File: src/rtl/err_signal_pkg.sv
package err_signal_pkg;
  localparam int unsigned STATUS_W = 32;
  localparam int unsigned SRC_W    = 16;

  localparam logic [31:0] COR_SUPPORTED_DEF = 32'h0000_F1C1;
  localparam logic [31:0] UNC_SUPPORTED_DEF = 32'h03FF_F030;
  localparam logic [31:0] UNC_SEVERITY_DEF  = 32'h0046_2030;
  localparam int unsigned ADV_BIT_DEF = 13;
  localparam int unsigned OVF_BIT_DEF = 15;

  typedef enum logic [1:0] {
    SEV_NONE     = 2'b00,
    SEV_COR      = 2'b01,
    SEV_NONFATAL = 2'b10,
    SEV_FATAL    = 2'b11
  } msgSev_t;

  typedef enum logic {
    CTL_IDLE   = 1'b0,
    CTL_FOLLOW = 1'b1
  } ctlState_t;

  typedef struct packed {
    logic takeExt;
    logic takeOvf;
  } dpStrobe_t;
endpackage

File: src/rtl/err_signal_datapath.sv
module err_signal_datapath
  import err_signal_pkg::*;
#(
  parameter int unsigned STW = 32,
  parameter int unsigned SW = 16,
  parameter logic [STW-1:0] COR_SUPPORTED = COR_SUPPORTED_DEF,
  parameter logic [STW-1:0] UNC_SUPPORTED = UNC_SUPPORTED_DEF,
  parameter int unsigned ADV_BIT = ADV_BIT_DEF,
  parameter int unsigned OVF_BIT = OVF_BIT_DEF
) (
  input  logic           clk,
  input  logic           rstN,
  input  dpStrobe_t      strobe,
  input  logic [STW-1:0] evtStatus,
  input  logic           evtCorr,
  input  logic           evtAdvisory,
  input  logic           evtUnsupReq,
  input  logic [SW-1:0]  evtSourceId,
  input  logic [STW-1:0] corMask,
  input  logic [STW-1:0] uncMask,
  input  logic [STW-1:0] uncSeverity,
  input  logic           cerEn,
  input  logic           nferEn,
  input  logic           ferEn,
  input  logic           urEn,
  input  logic           serrEn,
  output logic           msgValidQ,
  output logic [1:0]     msgSevQ,
  output logic [SW-1:0]  msgSrcQ,
  output logic           rejectQ,
  output logic           logReqQ,
  output logic [STW-1:0] logStatusQ,
  output logic [SW-1:0]  logSrcQ,
  output logic [3:0]     devStatusQ,
  output logic [STW-1:0] corStatusQ,
  output logic [STW-1:0] uncStatusQ
);
  localparam logic [STW-1:0] ADV_MASK = STW'(1) << ADV_BIT;
  localparam logic [STW-1:0] OVF_MASK = STW'(1) << OVF_BIT;

  logic [SW-1:0]  heldSrc;
  logic           take;
  logic [STW-1:0] curStatus;
  logic           curCorr, curAdv, curUr;
  logic [SW-1:0]  curSrc;
  logic [STW-1:0] keep, corBit;
  logic           oneHot, isFatal, advPath, corPath, corMasked, uncMasked;
  logic           sendMsg, doLog, rej;
  msgSev_t        sev;
  logic [3:0]     nDev;
  logic [STW-1:0] nCor, nUnc;

  // Event source: external input or the internal overflow follow-up
  always_comb begin
    take = strobe.takeExt | strobe.takeOvf;
    if (strobe.takeOvf) begin
      curStatus = OVF_MASK;
      curCorr   = 1'b1;
      curAdv    = 1'b0;
      curUr     = 1'b0;
      curSrc    = heldSrc;
    end else begin
      curStatus = evtStatus;
      curCorr   = evtCorr;
      curAdv    = evtAdvisory;
      curUr     = evtUnsupReq;
      curSrc    = evtSourceId;
    end
  end

  // Classification
  always_comb begin
    keep      = curStatus & (curCorr ? COR_SUPPORTED : UNC_SUPPORTED);
    oneHot    = (keep != '0) && ((keep & (keep - STW'(1))) == '0);
    isFatal   = !curCorr && (|(keep & uncSeverity));
    advPath   = !curCorr && !isFatal && curAdv;
    corPath   = curCorr || advPath;
    corBit    = curCorr ? keep : ADV_MASK;
    corMasked = |(corBit & corMask);
    uncMasked = |(keep & uncMask);
  end

  // Status update and message decision
  always_comb begin
    nDev    = devStatusQ;
    nCor    = corStatusQ;
    nUnc    = uncStatusQ;
    sendMsg = 1'b0;
    doLog   = 1'b0;
    rej     = 1'b0;
    sev     = SEV_NONE;
    if (take) begin
      if (!oneHot) begin
        rej = 1'b1;
      end else if (corPath) begin
        nDev[0] = 1'b1;
        if (curUr) nDev[3] = 1'b1;
        nCor = corStatusQ | corBit;
        sev  = SEV_COR;
        if (!corMasked) begin
          if (advPath) begin
            doLog = !uncMasked;
            nUnc  = uncStatusQ | keep;
          end
          sendMsg = cerEn && !(curUr && !urEn);
        end
      end else begin
        if (isFatal) nDev[2] = 1'b1;
        else         nDev[1] = 1'b1;
        if (curUr) nDev[3] = 1'b1;
        nUnc = uncStatusQ | keep;
        sev  = isFatal ? SEV_FATAL : SEV_NONFATAL;
        if (!uncMasked) begin
          doLog   = 1'b1;
          sendMsg = !(curUr && !urEn && !serrEn) &&
                    (serrEn || (isFatal ? ferEn : nferEn));
        end
      end
    end
  end

  always_ff @(posedge clk or negedge rstN) begin
    if (!rstN) begin
      heldSrc    <= '0;
      msgValidQ  <= 1'b0;
      msgSevQ    <= SEV_NONE;
      msgSrcQ    <= '0;
      rejectQ    <= 1'b0;
      logReqQ    <= 1'b0;
      logStatusQ <= '0;
      logSrcQ    <= '0;
      devStatusQ <= '0;
      corStatusQ <= '0;
      uncStatusQ <= '0;
    end else begin
      if (strobe.takeExt) heldSrc <= evtSourceId;
      msgValidQ  <= sendMsg;
      rejectQ    <= rej;
      logReqQ    <= doLog;
      devStatusQ <= nDev;
      corStatusQ <= nCor;
      uncStatusQ <= nUnc;
      if (sendMsg) begin
        msgSevQ <= sev;
        msgSrcQ <= curSrc;
      end
      if (doLog) begin
        logStatusQ <= keep;
        logSrcQ    <= curSrc;
      end
    end
  end
endmodule

File: src/rtl/err_signal_control.sv
module err_signal_control
  import err_signal_pkg::*;
(
  input  logic      clk,
  input  logic      rstN,
  input  logic      evtValid,
  input  logic      logReqQ,
  input  logic      msgValidQ,
  input  logic      logOverflow,
  output logic      evtReady,
  output dpStrobe_t strobe
);
  ctlState_t state, stateNext;

  always_comb begin
    evtReady       = (state == CTL_IDLE) && !logReqQ;
    strobe.takeExt = evtValid && evtReady;
    strobe.takeOvf = (state == CTL_FOLLOW);
    stateNext      = CTL_IDLE;
    if (state == CTL_IDLE && logReqQ && logOverflow && msgValidQ)
      stateNext = CTL_FOLLOW;
  end

  always_ff @(posedge clk or negedge rstN) begin
    if (!rstN) state <= CTL_IDLE;
    else       state <= stateNext;
  end
endmodule

File: src/rtl/err_signal_ctrl.sv
module err_signal_ctrl
  import err_signal_pkg::*;
#(
  parameter int unsigned STATUS_W = err_signal_pkg::STATUS_W,
  parameter int unsigned SRC_W = err_signal_pkg::SRC_W,
  parameter logic [STATUS_W-1:0] COR_SUPPORTED = COR_SUPPORTED_DEF,
  parameter logic [STATUS_W-1:0] UNC_SUPPORTED = UNC_SUPPORTED_DEF,
  parameter int unsigned ADV_BIT = ADV_BIT_DEF,
  parameter int unsigned OVF_BIT = OVF_BIT_DEF
) (
  input  logic                clk,
  input  logic                rstN,
  input  logic                evtValid,
  output logic                evtReady,
  input  logic [STATUS_W-1:0] evtStatus,
  input  logic                evtCorr,
  input  logic                evtAdvisory,
  input  logic                evtUnsupReq,
  input  logic [SRC_W-1:0]    evtSourceId,
  input  logic [STATUS_W-1:0] corMask,
  input  logic [STATUS_W-1:0] uncMask,
  input  logic [STATUS_W-1:0] uncSeverity,
  input  logic                cerEn,
  input  logic                nferEn,
  input  logic                ferEn,
  input  logic                urEn,
  input  logic                serrEn,
  output logic                msgValid,
  output logic [1:0]          msgSeverity,
  output logic [SRC_W-1:0]    msgSourceId,
  output logic                rejectPulse,
  output logic                logReq,
  output logic [STATUS_W-1:0] logStatus,
  output logic [SRC_W-1:0]    logSourceId,
  input  logic                logOverflow,
  output logic [3:0]          devStatus,
  output logic [STATUS_W-1:0] corStatus,
  output logic [STATUS_W-1:0] uncStatus
);
  dpStrobe_t strobe;

  err_signal_control u_ctl (
    .clk(clk), .rstN(rstN), .evtValid(evtValid), .logReqQ(logReq),
    .msgValidQ(msgValid), .logOverflow(logOverflow),
    .evtReady(evtReady), .strobe(strobe)
  );

  err_signal_datapath #(
    .STW(STATUS_W), .SW(SRC_W), .COR_SUPPORTED(COR_SUPPORTED),
    .UNC_SUPPORTED(UNC_SUPPORTED), .ADV_BIT(ADV_BIT), .OVF_BIT(OVF_BIT)
  ) u_dp (
    .clk(clk), .rstN(rstN), .strobe(strobe),
    .evtStatus(evtStatus), .evtCorr(evtCorr), .evtAdvisory(evtAdvisory),
    .evtUnsupReq(evtUnsupReq), .evtSourceId(evtSourceId),
    .corMask(corMask), .uncMask(uncMask), .uncSeverity(uncSeverity),
    .cerEn(cerEn), .nferEn(nferEn), .ferEn(ferEn), .urEn(urEn), .serrEn(serrEn),
    .msgValidQ(msgValid), .msgSevQ(msgSeverity), .msgSrcQ(msgSourceId),
    .rejectQ(rejectPulse), .logReqQ(logReq), .logStatusQ(logStatus),
    .logSrcQ(logSourceId), .devStatusQ(devStatus),
    .corStatusQ(corStatus), .uncStatusQ(uncStatus)
  );
endmodule

File: config.mk
export PLATFORM = sky130hd
export DESIGN_NAME = err_signal_ctrl
export DESIGN_NICKNAME = d
export VERILOG_FILES = /design/src/rtl/err_signal_pkg.sv /design/src/rtl/err_signal_datapath.sv /design/src/rtl/err_signal_control.sv /design/src/rtl/err_signal_ctrl.sv
export SDC_FILE = /design/constraint.sdc
export NUM_CORES = 1
export LEC_CHECK = 0
export BUFFER_PORTS_ARGS = -buffer_cell sky130_fd_sc_hd__buf_2
export CAP_MARGIN = 10
export CORE_MARGIN = 2
export CORE_UTILIZATION = 41
export DETAILED_ROUTE_END_ITERATION = 10
export HOLD_SLACK_MARGIN = 0.02
export MAX_ROUTING_LAYER = met4
export PLACE_DENSITY = 0.77
export SLEW_MARGIN = 20
export SYNTH_ARGS = -nofsm -noshare
export SYNTH_HDL_FRONTEND = slang
export SYNTH_HIERARCHICAL = 1
export SYNTH_SLANG_ARGS = --single-unit
File: constraint.sdc
create_clock -name clk -period 3.5 [get_ports clk]
set_clock_uncertainty 0.05 [all_clocks]
set_input_delay 0.525 -clock clk [delete_from_list [all_inputs] [get_ports clk]]
set_output_delay 0.525 -clock clk [all_outputs]
set_load 0.02 [all_outputs]
# After elaboration in Yosys (flattened, before gate mapping)
# Index checks and enable logic that the tools add are counted.
# Widths: inputs -> output; s select.
[classes]
n_addsub = 1
eq_ne = 2
muxes = 29
bitwise = 11
reduce_logical = 33
[op_table]
columns = ["cell", "n"]
rows = [
  ["$and 32x32->32", 5],
  ["$mux 32", 5],
  ["$reduce_or 32->1", 3],
  ["$or 32x32->32", 2],
  ["$logic_not 32->1", 1],
  ["$reduce_bool 32->1", 1],
  ["$sub 32x1->32 const B", 1],
  ["$mux 26", 1],
  ["$mux 1", 19],
  ["$mux 16", 1],
  ["$logic_and 1x1->1", 13],
  ["$reduce_and 4->1", 3],
  ["$logic_not 1->1", 8],
  ["$mux 2", 3],
  ["$reduce_and 3->1", 2],
  ["$not 1->1", 3],
  ["$logic_or 1x1->1", 2],
  ["$ne 2x1->1 const B", 1],
  ["$ne 2x2->1 const B", 1],
  ["$or 1x1->1", 1],
]
[word_totals]
reg_bits = 154

# Logic depth before layout (Yosys ltp)
[logic_depth]
ltp_word = 14
mapped_depth = 12

# Modules after synthesis
# The synthesis kept the hierarchy.
[by_module_without_submodules]
columns = ["module", "instances", "cells_each", "area_each_um2", "seq_area_each_um2"]
rows = [
  ["err_signal_datapath", 1, 464, 5584.1, 2927.8],
  ["err_signal_control", 1, 5, 53.8, 25.0],
]

# Least setup slack after synthesis
# Ideal clock, no wire load.
[synth_timing]
path_type = "input to register"
start = "input evtStatus[18]"
end = "register u_dp.msgSevQ[0]"
setup_ps = 125
arrival_time_ps = 3190
required_time_ps = 3325
path_slack_ps = 135
path_stages = 11
path_buffers = 3
cell_sequence = "buf_6 or4_4 nor4_4 nor2_1 or4_4 nor4b_4 and2_1 o311a_1 buf_4 buf_6 mux2_2"
[synth_between]
elab_chain_len = 12
elab_cells_between_ends = 31
cone_classes = "add/sub (1); mux (12); bitwise (5); reduce/logical (13)"
[synth_lines]
columns = ["element", "line_no", "rtl"]
rows = [
  ["start: declaration", "err_signal_ctrl.sv:15", "input logic [STATUS_W-1:0] evtStatus,"],
  ["$mux 32 *", "err_signal_datapath.sv:56", "if (strobe.takeOvf) begin"],
  ["$and 32x32->32 *", "err_signal_datapath.sv:73", "keep = curStatus & (curCorr ? COR_SUPPORTED : UNC_SUPPORTED);"],
  ["parallel branches: the longest is 8 deep, another holds $sub 32x1->32", "-", ""],
  ["$mux 1 *", "err_signal_datapath.sv:93", "if (!oneHot) begin"],
  ["$mux 1 *", "err_signal_datapath.sv:92", "if (take) begin"],
  ["net u_dp.sendMsg", "err_signal_datapath.sv:48", "logic sendMsg, doLog, rej;"],
  ["end signal: assignment", "err_signal_datapath.sv:144", "msgSevQ <= sev;"],
  ["end: declaration", "err_signal_datapath.sv:28", "output logic [1:0] msgSevQ,"],
]
# Mark *: on every way through the listed nets, which the timed path passes.
# A chain may end at the register's enable or synchronous reset.

# Worst setup path after layout
[layout_timing]
start = "register u_ctl.state"
end = "register u_dp.logSrcQ[8]"
[layout_between]
elab_chain_len = 14
elab_cells_between_ends = 35
cone_classes = "add/sub (1); mux (12); bitwise (7); reduce/logical (15)"
[layout_lines]
columns = ["element", "line_no", "rtl"]
rows = [
  ["start: declaration", "err_signal_control.sv:13", "ctlState_t state, stateNext;"],
  ["start signal: assignment", "err_signal_control.sv:26", "else state <= stateNext;"],
  ["parallel branches: the longest is 14 deep, another holds $sub 32x1->32", "-", ""],
  ["end signal: assignment", "err_signal_datapath.sv:149", "logSrcQ <= curSrc;"],
  ["end: declaration", "err_signal_datapath.sv:33", "output logic [SW-1:0] logSrcQ,"],
]
# Parallel ways; which one is timed is not known.

==> results by group <==
Place
  – Routability-driven placement congestion ratio: 0.888
  – I/O Buffers: 197
  – Pre-CTS WS: -98.4 ps
  – Post-DP HPWL: 12,100 um

STA
  – Tcrit/Tclk final: 95.6%
  – Max Clk Rate: 0.299 GHz
  – Setup WS post-layout: 153 ps
  – Min Hold Slack: 131 ps
  – RSZ-0062 raised after global routing: false
  – Max-slew headroom: 48.6%
  – Setup Viol. Count Final: 0
  – Final hold violation count: 0
  – Post-layout min period: 3350 ps
  – Max-slew violations: 0
  – Worst slew pin tran: 771 ps

Drt
  – Starting DRT DRC Count: 246
  – Via density: 5.21
  – Routed via count: 4,541
  – Post-route ant nets: 0
  – DRC: 0
  – Pre-Repair DR Iteration Count: 6
  – WL per Instance: 18.4 um
  – Post-Route WL: 16,100 um

CTS
  – TritonCTS clock tree: built
  – CTS sink count: 118
  – H-tree levels: 4
  – CTS clk-pin slew, worst paths: 60 ps
  – Root buffer cell: clkbuf_16
  – # Post-CTS Setup Buffers: 0
  – Clk Latency, worst-skew pair: 410 ps
  – Max clock buf depth: 2
  – CTS Buf Count: 17

Layout
  – Layout cells sized above 1: 50.8%
  – P&R area growth vs syn: 31.6%
  – Fill count: 1,164
  – Final net count: 838

Yosys
  – Mapped cell area: 5640 um2
  – Syn_area_per_cell: 12.0 um2
  – Yosys cell types: 58
  – Ys Warns: 6
  – Post-synth EDFFs: 0
  – Post-synth ARST share: 100%
  – Sequential-to-total area share from yosys stat: 52.4%
  – Synth Flop Type: dfrtp_1
  – Mapped Cells: 469
  – Synth Register Bits: 118

Worst setup path
  – CP Capture Point: u_dp/logSrcQ[8]$_DFFE_PN0P_
  – CP Data Arrival Time: 3600 ps
  – Crit. Startpoint: u_ctl/state$_DFF_PN0_
  – Worst r2r src: u_ctl/state$_DFF_PN0_
  – CP Class: register to register
  – Largest fanout on the critical path: 9
  – RR Endpoint: u_dp/logSrcQ[8]$_DFFE_PN0P_
  – R2R Setup Slk: 150 ps
  – Kind of start point of the critical path: register
  – CP required: 3750 ps
  – Critical path capture point type: register
  – R2R depth: 9

Global routing
  – Total Routing Usage GR: 22.7%
  – Initial antenna violation count: 1
  – Pin count of the biggest net entering global routing: 61
  – GRT overflow: 0
  – First-pass GRT wire length: 24,400 um
  – Vias in the first global route: 4,679

Pwr
  – Pwr dens: 457 nW/um2
  – Maximum VDD drop: 0.307 mV
  – P_leak: 4.28 nW

Die
  – Core footprint: 13,300 um2
  – Initial core utilization: 42.2%
  – Die width: 121 um
  – Rows: 42
  – IO Pins: 294
  – DIE AREA: 14,700 um2
  – Die Span Y: 121 um

Job
  – Max Cap Viol: 0

Outcome
  – Status: finished clean

Min path
  – Type of the most critical hold path: input pin to asynchronous set/reset pin
==> worst max-delay path, cell delays in order, from the launching register on <==
cell     delay [ps]
dfrtp_2         440
or4_4           580
nor4_2          220
o22ai_1         120
or4_4           450
nor4b_4         320
nand2_1          70
or3_2           460
buf_4           210
mux2_4          300
==> worst min-delay path by stage <==
stage                                    start                              end  cells after the start
6_report                                  rstN  u_dp/corStatusQ[25]$_DFFE_PN0P_                      1
4_1_cts                                   rstN  u_dp/corStatusQ[25]$_DFFE_PN0P_                      1
5_1_grt                                   rstN  u_dp/corStatusQ[25]$_DFFE_PN0P_                      1
3_3_place_gp   u_dp/corStatusQ[23]$_DFFE_PN0P_  u_dp/corStatusQ[23]$_DFFE_PN0P_                      0
2_1_floorplan                             rstN            u_ctl/state$_DFF_PN0_                      0
3_5_place_dp   u_dp/corStatusQ[23]$_DFFE_PN0P_  u_dp/corStatusQ[23]$_DFFE_PN0P_                      0
==> where the power goes <==
group          total [W]  leakage, nW  internal [W]  switching (W)
sequential       0.00140         1.55       0.00139      0.0000126
clock            0.00166        0.273      0.000991       0.000669
combinational   0.000329         2.46      0.000131       0.000199
total            0.00339         4.28       0.00251       0.000880
==> timing repair <==
action                                 in CTS  in global routing
gates resized for setup                     0                  2
endpoints found under the hold margin       0                  0
setup endpoints to repair                   0                 26
hold buffers                                0                  0
==> state kept, by name (all words and copies together), names as in the netlist <==
signal	cells
u_dp/logStatusQ	20
u_dp/rejectQ	1
u_dp/logSrcQ	16
u_dp/msgSevQ	2
u_dp/msgSrcQ	16
u_dp/logReqQ	1
u_dp/heldSrc	16
u_dp/msgValidQ	1
u_dp/corStatusQ	20
u_dp/uncStatusQ	20
u_ctl/state	1
u_dp/devStatusQ	4
==> per-layer routing <==
layer | wire length [um] | up-vias | track usage, %
met2 | 7910 | 247 | 36.2
li1 | - | 2043 | -
met1 | 6520 | 2219 | 27.3
met3 | 1330 | 32 | 6.86
met5 | 0 | - | -
met4 | 298 | 0 | 8.69
==> final cells by class <==
type	instances	area, um2	area share (%)
well taps	176	220	2.97
repair buffers	236	1340	18.1
flip-flops and latches	118	2950	39.8
diodes	1	2.50	0.0337
clock buffers	17	425	5.73
clock inverters	15	144	1.94
multi-input cells	288	2250	30.4
inverters	21	78.8	1.06
==> cells by family (layout without fill, tap and decap cells) <==
family | after synthesis | after routing | synth area share, %
AO/OA/AOI/OAI | 89 | 89 | 11.9
other | 1 | 37 | 0.0665
buffers and inverters | 98 | 289 | 10.1
flip-flops | 118 | 118 | 52.4
multiplexers | 83 | 83 | 17.1
AND/OR/NAND/NOR | 79 | 79 | 8.19
adder cells (fa/ha/maj) | 1 | 1 | 0.178
==> layout by cell type (no fill, tap or decap), drive strengths merged, types with 2 or more instances in the layout <==
| cell type | n |
|---|---|
| and2 | 6 |
| conb | 36 |
| nor4b | 2 |
| a222oi | 6 |
| a21o | 18 |
| clkbuf | 17 |
| buf | 236 |
| nand3 | 5 |
| a221oi | 6 |
| nor4 | 5 |
| a31oi | 2 |
| nor3b | 2 |
| or3 | 3 |
| inv | 28 |
| mux2 | 69 |
| dfrtp | 118 |
| o311ai | 3 |
| nor3 | 4 |
| a41o | 4 |
| a31o | 4 |
| o21ai | 9 |
| a21oi | 11 |
| nor2 | 19 |
| nand4 | 2 |
| a22o | 2 |
| nor2b | 4 |
| a22oi | 9 |
| clkinv | 4 |
| or4 | 3 |
| o221ai | 3 |
| mux2i | 14 |
| nand2 | 19 |
| clkinvlp | 3 |
==> cells in the mapped netlist (5+ instances only) <==
cell type	number	area, um2
a21o_1	18	135
buf_4	38	285
a221oi_1	6	52.6
mux2_4	13	195
a22oi_1	9	67.6
o21ai_0	9	45.0
and2_1	6	37.5
dfrtp_1	118	2950
mux2_2	56	631
mux2i_1	14	140
inv_1	21	78.8
nand2_1	19	71.3
nand3_1	5	25.0
a222oi_1	6	60.1
a21oi_1	11	55.1
nor2_1	19	71.3
clkbuf_1	26	97.6
==> metrics by stage <==
stage               utilization (%)  power [W]  TNS (ps)  instances  area [um2]
floorplan                         -    0.00161         0        504        5770
global placement               51.3    0.00174     -1180        839        6850
detailed placement             51.3    0.00175     -3000        839        6850
CTS                            55.6    0.00343         0        871        7420
global route                   55.6    0.00353         0        872        7420
finish                         55.6    0.00339         0        872        7420
Note: power is estimated with default switching activity, not from simulation.
